File: src/rtl/hp_dma_pkg.sv
package hp_dma_pkg;
  typedef struct packed {
    logic rx_full;
    logic tx_empty;
  } hp_flags_t;
endpackage

File: src/rtl/hp_ack_edge.sv
module hp_ack_edge (
  input  logic clk,
  input  logic rst_n,
  input  logic ack_n,
  output logic ack_done
);
  logic ack_q;
  logic ack_q_nxt;

  always_comb ack_q_nxt = ack_n;

  always_ff @(posedge clk or negedge rst_n) begin
    if (!rst_n) ack_q <= 1'b1;
    else        ack_q <= ack_q_nxt;
  end

  // completion = acknowledge released after being low
  assign ack_done = ack_n & ~ack_q;
endmodule

File: src/rtl/hp_addr_ctr.sv
module hp_addr_ctr #(
  parameter int ADDR_W     = 3,
  parameter int MODE_W     = 2,
  parameter int FIRST_ADDR = 5,
  parameter int LOW_ADDR   = 7
) (
  input  logic              clk,
  input  logic              rst_n,
  input  logic              load,
  input  logic              step,
  input  logic [MODE_W-1:0] mode,
  output logic [ADDR_W-1:0] cnt,
  output logic              at_low
);
  logic [ADDR_W-1:0] start;
  logic [ADDR_W-1:0] cnt_nxt;

  always_comb begin
    start   = ADDR_W'(FIRST_ADDR - 1) + ADDR_W'(mode);
    cnt_nxt = cnt;
    if (load)      cnt_nxt = start;
    else if (step) cnt_nxt = cnt + ADDR_W'(1);
  end

  always_ff @(posedge clk or negedge rst_n) begin
    if (!rst_n) cnt <= ADDR_W'(LOW_ADDR);
    else        cnt <= cnt_nxt;
  end

  assign at_low = (cnt == ADDR_W'(LOW_ADDR));
endmodule

File: src/rtl/hp_word_store.sv
module hp_word_store
  import hp_dma_pkg::*;
#(
  parameter int WORD_W = 24
) (
  input  logic              clk,
  input  logic              rst_n,
  input  logic              init,
  input  logic              wr_en,
  input  logic [WORD_W-1:0] wr_data,
  input  logic              pop,
  output hp_flags_t         flags,
  output logic              xfer,
  output logic [WORD_W-1:0] rx_word
);
  logic [WORD_W-1:0] hold, hold_nxt, rx_nxt;
  hp_flags_t         flags_nxt;

  always_comb begin
    xfer      = ~init & ~flags.tx_empty & (~flags.rx_full | pop);
    hold_nxt  = (wr_en & ~init) ? wr_data : hold;
    rx_nxt    = xfer ? hold : rx_word;
    flags_nxt = flags;
    if (init) begin
      flags_nxt.rx_full  = 1'b0;
      flags_nxt.tx_empty = 1'b1;
    end else begin
      if (xfer)     flags_nxt.rx_full = 1'b1;
      else if (pop) flags_nxt.rx_full = 1'b0;
      if (wr_en)     flags_nxt.tx_empty = 1'b0;
      else if (xfer) flags_nxt.tx_empty = 1'b1;
    end
  end

  always_ff @(posedge clk or negedge rst_n) begin
    if (!rst_n) begin
      hold    <= '0;
      rx_word <= '0;
      flags   <= '{rx_full: 1'b0, tx_empty: 1'b1};
    end else begin
      hold    <= hold_nxt;
      rx_word <= rx_nxt;
      flags   <= flags_nxt;
    end
  end
endmodule

File: src/rtl/hp_dma_seq.sv
module hp_dma_seq
  import hp_dma_pkg::*;
#(
  parameter int BYTES    = 3,
  parameter int BYTE_W   = 8,
  parameter int ADDR_W   = 3,
  parameter int LOW_ADDR = 7,
  localparam int WORD_W     = BYTES * BYTE_W,
  localparam int FIRST_ADDR = LOW_ADDR - BYTES + 1,
  localparam int MODE_W     = $clog2(BYTES + 1)
) (
  input  logic              clk,
  input  logic              rst_n,
  input  logic [MODE_W-1:0] cfg_wsize,
  input  logic              cfg_rx_en,
  input  logic              cfg_init,
  input  logic              dsp_wr_en,
  input  logic [WORD_W-1:0] dsp_wr_data,
  output logic              dsp_tx_ready,
  input  logic              host_ack_n,
  output logic              host_req,
  output logic [BYTE_W-1:0] host_data,
  output logic              host_data_oe,
  input  logic              host_rd,
  input  logic [ADDR_W-1:0] host_addr,
  output logic [BYTE_W-1:0] host_rd_data
);
  hp_flags_t         flags;
  logic              xfer, pop, ack_done, at_low;
  logic              dma_on, ack_step, ack_pop, host_pop;
  logic [ADDR_W-1:0] cnt;
  logic [WORD_W-1:0] rx_word;

  function automatic logic [BYTE_W-1:0] pick(input logic [WORD_W-1:0] w,
                                             input logic [ADDR_W-1:0] a);
    logic [BYTE_W-1:0] r;
    r = '0;
    for (int i = 0; i < BYTES; i++)
      if (a == ADDR_W'(FIRST_ADDR + i)) r = w[(BYTES-1-i)*BYTE_W +: BYTE_W];
    return r;
  endfunction

  hp_ack_edge u_edge (
    .clk(clk), .rst_n(rst_n), .ack_n(host_ack_n), .ack_done(ack_done)
  );

  always_comb begin
    dma_on   = cfg_rx_en & (cfg_wsize != '0);
    ack_step = dma_on & ack_done & flags.rx_full & ~at_low;
    ack_pop  = dma_on & ack_done & flags.rx_full & at_low;
    host_pop = host_rd & ~dma_on & flags.rx_full &
               (host_addr == ADDR_W'(LOW_ADDR));
    pop      = ack_pop | host_pop;
  end

  hp_word_store #(.WORD_W(WORD_W)) u_store (
    .clk(clk), .rst_n(rst_n), .init(cfg_init),
    .wr_en(dsp_wr_en), .wr_data(dsp_wr_data), .pop(pop),
    .flags(flags), .xfer(xfer), .rx_word(rx_word)
  );

  hp_addr_ctr #(
    .ADDR_W(ADDR_W), .MODE_W(MODE_W),
    .FIRST_ADDR(FIRST_ADDR), .LOW_ADDR(LOW_ADDR)
  ) u_ctr (
    .clk(clk), .rst_n(rst_n), .load(xfer | cfg_init), .step(ack_step),
    .mode(cfg_wsize), .cnt(cnt), .at_low(at_low)
  );

  always_comb begin
    dsp_tx_ready = flags.tx_empty;
    host_req     = flags.rx_full & cfg_rx_en & host_ack_n;
    host_data_oe = dma_on & ~host_ack_n;
    host_data    = host_data_oe ? pick(rx_word, cnt) : '0;
    host_rd_data = (host_rd & ~dma_on) ? pick(rx_word, host_addr) : '0;
  end
endmodule

File: config.mk
export PLATFORM = sky130hd
export DESIGN_NAME = hp_dma_seq
export DESIGN_NICKNAME = d
export VERILOG_FILES = /design/src/rtl/hp_dma_pkg.sv /design/src/rtl/hp_ack_edge.sv /design/src/rtl/hp_addr_ctr.sv /design/src/rtl/hp_word_store.sv /design/src/rtl/hp_dma_seq.sv
export SDC_FILE = /design/constraint.sdc
export NUM_CORES = 1
export LEC_CHECK = 0
export BUFFER_PORTS_ARGS = -buffer_cell sky130_fd_sc_hd__buf_2
export CORE_ASPECT_RATIO = 1.5
export CORE_MARGIN = 1.5
export CORE_UTILIZATION = 50
export DETAILED_ROUTE_END_ITERATION = 10
export GPL_ROUTABILITY_DRIVEN = 1
export PLACE_DENSITY = 0.7
export SKIP_CTS_REPAIR_TIMING = 1
export SYNTH_ARGS = -nofsm -noshare
export SYNTH_HDL_FRONTEND = slang
export SYNTH_SLANG_ARGS = --single-unit
export TNS_END_PERCENT = 100
File: constraint.sdc
create_clock -name clk -period 3.7 [get_ports clk]
set_clock_uncertainty 0.2 [all_clocks]
set_input_delay 0.185 -clock clk [delete_from_list [all_inputs] [get_ports clk]]
set_output_delay 0.185 -clock clk [all_outputs]
set_load 0.05 [all_outputs]
==> results by group <==
Outcome
  – Result of the run: finished clean

Setup path
  – Register-to-Register Setup Slack: around 1 ns
  – CP Data Arrival Time: 2.35 ns
  – CP endpoint kind: primary output
  – Required time of the worst setup path: 3.31 ns
  – Crit Path Category: reg -> out
  – Worst-path fanout max: 11
  – Ordered list of cells on the worst path: ha_1, ha_1, nor2b_1, a22oi_1, nor2_1, buf_2
  – Most common cell type on the critical path: sky130_fd_sc_hd__ha_1
  – Worst path depth: 6
  – CP max stage delay: approximately 0.53 ns
  – Element type at the critical path start: flop
  – Worst Reg2Reg Path Length in Cells: 7
  – Master of the slowest instance on the critical path: sky130_fd_sc_hd__nor2b_1
  – Reg-to-reg critical path endpoint: u_store.rx_word[13]
  – Count of buffer and inverter cells on the critical path: 1
  – Reg2Reg Launch Point: u_ctr.cnt[0]
  – Cell family with the largest share of critical-path delay: simple AND/OR/NAND/NOR gates

Global routing
  – Antenna violations before repair: 0
  – Global-route congestion overflow total: 0
  – Number of global-route vias before repair: about 1900
  – Overall track demand over capacity in global routing: 0.1997
  – Wire length of the first global-routing pass: ~8.9 mm
  – Largest net degree at the start of global routing: 41

CTS
  – CTS buffer count: 5
  – Maximum level of the CTS H-tree: 2
  – Clock tree from TritonCTS: built
  – Later-pin clock latency in the skew report: ~0.30 ns
  – Num Clock Sinks: 54
  – Clk buf depth: 2
  – Clock edge transition at the registers on the reported setup and hold paths: 0.09 ns
  – Root cell of the clock tree: sky130_fd_sc_hd__clkbuf_8

Place
  – Gp weighted congestion: about 0.87
  – Quantity of I/O buffers inserted on ports: between 50 and 60
  – Detailed-placement wirelength estimate: between 3 and 4 mm
  – Placed standard-cell area: between 2000 and 3000 sq um

Finish
  – Fraction of layout cells with a size suffix above 1: 0.3478
  – Final #Nets: ~340
  – Most common cell after layout, fill and taps aside: sky130_fd_sc_hd__buf_2
  – Layout-stage area growth over the synthesis result: 25.57%
  – Post-route cell area: about 3300 sq um
  – Commonest cells after routing, fill and taps aside: sky130_fd_sc_hd__buf_2, sky130_fd_sc_hd__dfrtp_1, sky130_fd_sc_hd__dlygate4sd3_1
  – Antenna diodes: 0
  – Fill cell total of the finished layout: about 440

Route
  – Remaining design rule violation count: 0
  – Detailed-router iteration count before antenna repair: 4
  – Detailed Route Iter0 Violations: 139
  – Routed length per instance: around 16 um
  – Post-route antenna net violation count: 0
  – Count of vias placed by the detailed router: 1965
  – Mean number of vias per cell: 5.354
  – Drt total wl: ~5.8 mm

Yosys
  – Synthesized area divided by synthesized cell count: 12.23 sq um
  – Post-synthesis instance area: about 2700 sq um
  – Basic-gate share of the synthesized area counting and, or, nand and nor cells: 0.08118
  – Combinational family with the most area after synthesis: multiplexers
  – Area share of fa/ha/maj cells after synthesis: 0.01877
  – Unique masters post-synth: 31
  – Xor/xnor share of the synthesized area: 0.003285
  – Seq/Total Area, Yosys: 0.5092
  – Synthesized flop and latch total: 54
  – Synthesis Warnings: 0
  – Multiplexer share of the synthesized area: 0.2431
  – Synth Area in Compound Gates: 0.1117
  – Post-Synthesis Net Count: 258
  – Gate count of the mapped netlist: roughly 220

Run
  – Maximum capacitance violations: 0

STA
  – Setup-failing EPs final: 0
  – Portion of the clock cycle consumed by the worst path in the final layout: 0.7387
  – Transition time of the tightest slew-check pin: 1.202 ns
  – Number of pins with negative max-slew slack in the final report: 0
  – Maximum frequency from static timing analysis: ~370 MHz
  – Post-route setup TNS: 0 ns
  – Post-layout min period: between 2 and 3 ns
  – Unrepaired setup endpoints after global routing: false
  – Hold Fails Final Rpt: 0
  – Remaining max-slew budget at the tightest pin: 0.1953

Floorplanning
  – Number of placement rows: 32
  – Area enclosed by the die boundary: about 5800 sq um
  – Die height: approximately 92 um
  – Starting density of the core: 0.5203
  – Count of pins on the block boundary: 55
  – Core Region: 5125 sq um
  – Die X: roughly 63 um

Min path
  – Beginning of the worst hold path: host_rd
  – Type of the worst min-delay path: in -> reg
  – Worst Hold Path Cells: 5
  – End point of the most critical hold path: u_store.flags[0]

Power and ir drop
  – Worst vdd rail ir drop: around 0.00035 V
  – Cell Pwr Density: 462.1 nW/um^2
  – Total power consumption of the routed design: 1547 uW
  – Leakage: roughly 0.0016 uW
synth_stat cells:
master / number / area [sq um]
sky130_fd_sc_hd__nor3_4: 1 / 16.27
sky130_fd_sc_hd__clkbuf_1: 7 / 26.28
sky130_fd_sc_hd__inv_1: 5 / 18.77
sky130_fd_sc_hd__o21ai_4: 1 / 16.27
sky130_fd_sc_hd__ha_1: 4 / 50.05
sky130_fd_sc_hd__buf_2: 4 / 20.02
sky130_fd_sc_hd__mux2_4: 20 / 300.3
sky130_fd_sc_hd__nand3_1: 1 / 5.000
sky130_fd_sc_hd__nand2b_1: 1 / 6.260
sky130_fd_sc_hd__nand2_1: 28 / 105.1
sky130_fd_sc_hd__mux2i_1: 1 / 10.01
sky130_fd_sc_hd__a22oi_1: 8 / 60.06
sky130_fd_sc_hd__nor2b_1: 3 / 18.77
sky130_fd_sc_hd__dfrtp_1: 49 / 1226
sky130_fd_sc_hd__and3_1: 1 / 6.260
sky130_fd_sc_hd__nor2_1: 14 / 52.55
sky130_fd_sc_hd__o31ai_4: 1 / 21.27
sky130_fd_sc_hd__o221ai_1: 8 / 70.07
sky130_fd_sc_hd__xnor2_1: 1 / 8.760
sky130_fd_sc_hd__o21a_1: 1 / 7.510
sky130_fd_sc_hd__nand4_1: 1 / 6.260
sky130_fd_sc_hd__o21ai_0: 8 / 40.04
sky130_fd_sc_hd__buf_6: 2 / 22.52
sky130_fd_sc_hd__mux2_1: 18 / 202.7
sky130_fd_sc_hd__dfstp_2: 5 / 131.4
sky130_fd_sc_hd__a21oi_1: 9 / 45.04
sky130_fd_sc_hd__a211o_1: 1 / 8.760
sky130_fd_sc_hd__mux2_2: 12 / 135.1
sky130_fd_sc_hd__o21ai_2: 1 / 8.760
sky130_fd_sc_hd__a221o_1: 1 / 10.01
sky130_fd_sc_hd__o21ba_1: 1 / 10.01
final cells by class:
cell class                 count  area (sq um)  area share
clock buffer                   8         80.08     0.02392
inverter                       5         18.77    0.005605
multi-input combinational    146          1224      0.3655
sequential                    54          1358      0.4055
tap                           68         85.08     0.02541
timing repair buffer          86         583.1      0.1741
logic make-up after synthesis:
| group | Yosys count |
|---|---|
| flops | 54 |
| mux | 51 |
| simple gates | 50 |
| compound gates | 40 |
| buf+inv | 18 |
| fa+ha+maj | 4 |
| xor+xnor | 1 |
metrics by stage:
stage / hold slack (ns) / worst slack [ns] / util / instances
after global routing: 0.3160 / 0.8052 / 0.6533 / 367
after CTS: -0.1942 / 0.9780 / 0.5967 / 338
final: 0.2513 / 0.9667 / 0.6533 / 367
after floorplan: -0.3106 / 1.337 / - / 218
after detailed placement: 0.1341 / 0.9964 / 0.5811 / 330
after global placement: 0.1283 / 1.046 / 0.5811 / 330
worst min-delay path, delay by kind of cell:
kind            cells  cell delay (ns)
buf+inv             1             0.10
simple gates        3             0.36
compound gates      1             0.10
flip-flops by register name, indices dropped and copies added (netlist names):
signal,cells
u_store.rx_word,24
u_edge.ack_q,1
u_ctr.cnt,3
u_store.hold,24
u_store.flags,2
how the worst max path moves through the flow:
stage                      start                  end  slack, ns
global route        u_ctr.cnt[0]         host_data[7]       0.81
global placement    u_ctr.cnt[0]  u_store.rx_word[17]       1.05
floorplan           u_ctr.cnt[0]         host_data[0]       1.34
finish              u_ctr.cnt[0]         host_data[7]       0.97
detailed placement  u_ctr.cnt[0]  u_store.rx_word[15]        1.0
CTS                 u_ctr.cnt[0]  u_store.rx_word[13]       0.98
routing by layer:
layer	share of wire	GRT usage	routed length, um	up-vias
met1	0.40	0.2569	2319	944
met2	0.52	0.3450	3018	83
li1	-	-	-	931
met3	0.059	0.03281	341	7
met4	0.013	0.06111	74	0
met5	0	0	0	-
report_power, final:
part	internal [uW]	leakage, uW	switching (uW)
registers	724	0.000634	116
clock network	135	0.0000395	174
logic	222	0.000908	176
total	1080	0.00158	466
(Power assumes the default switching activity.)
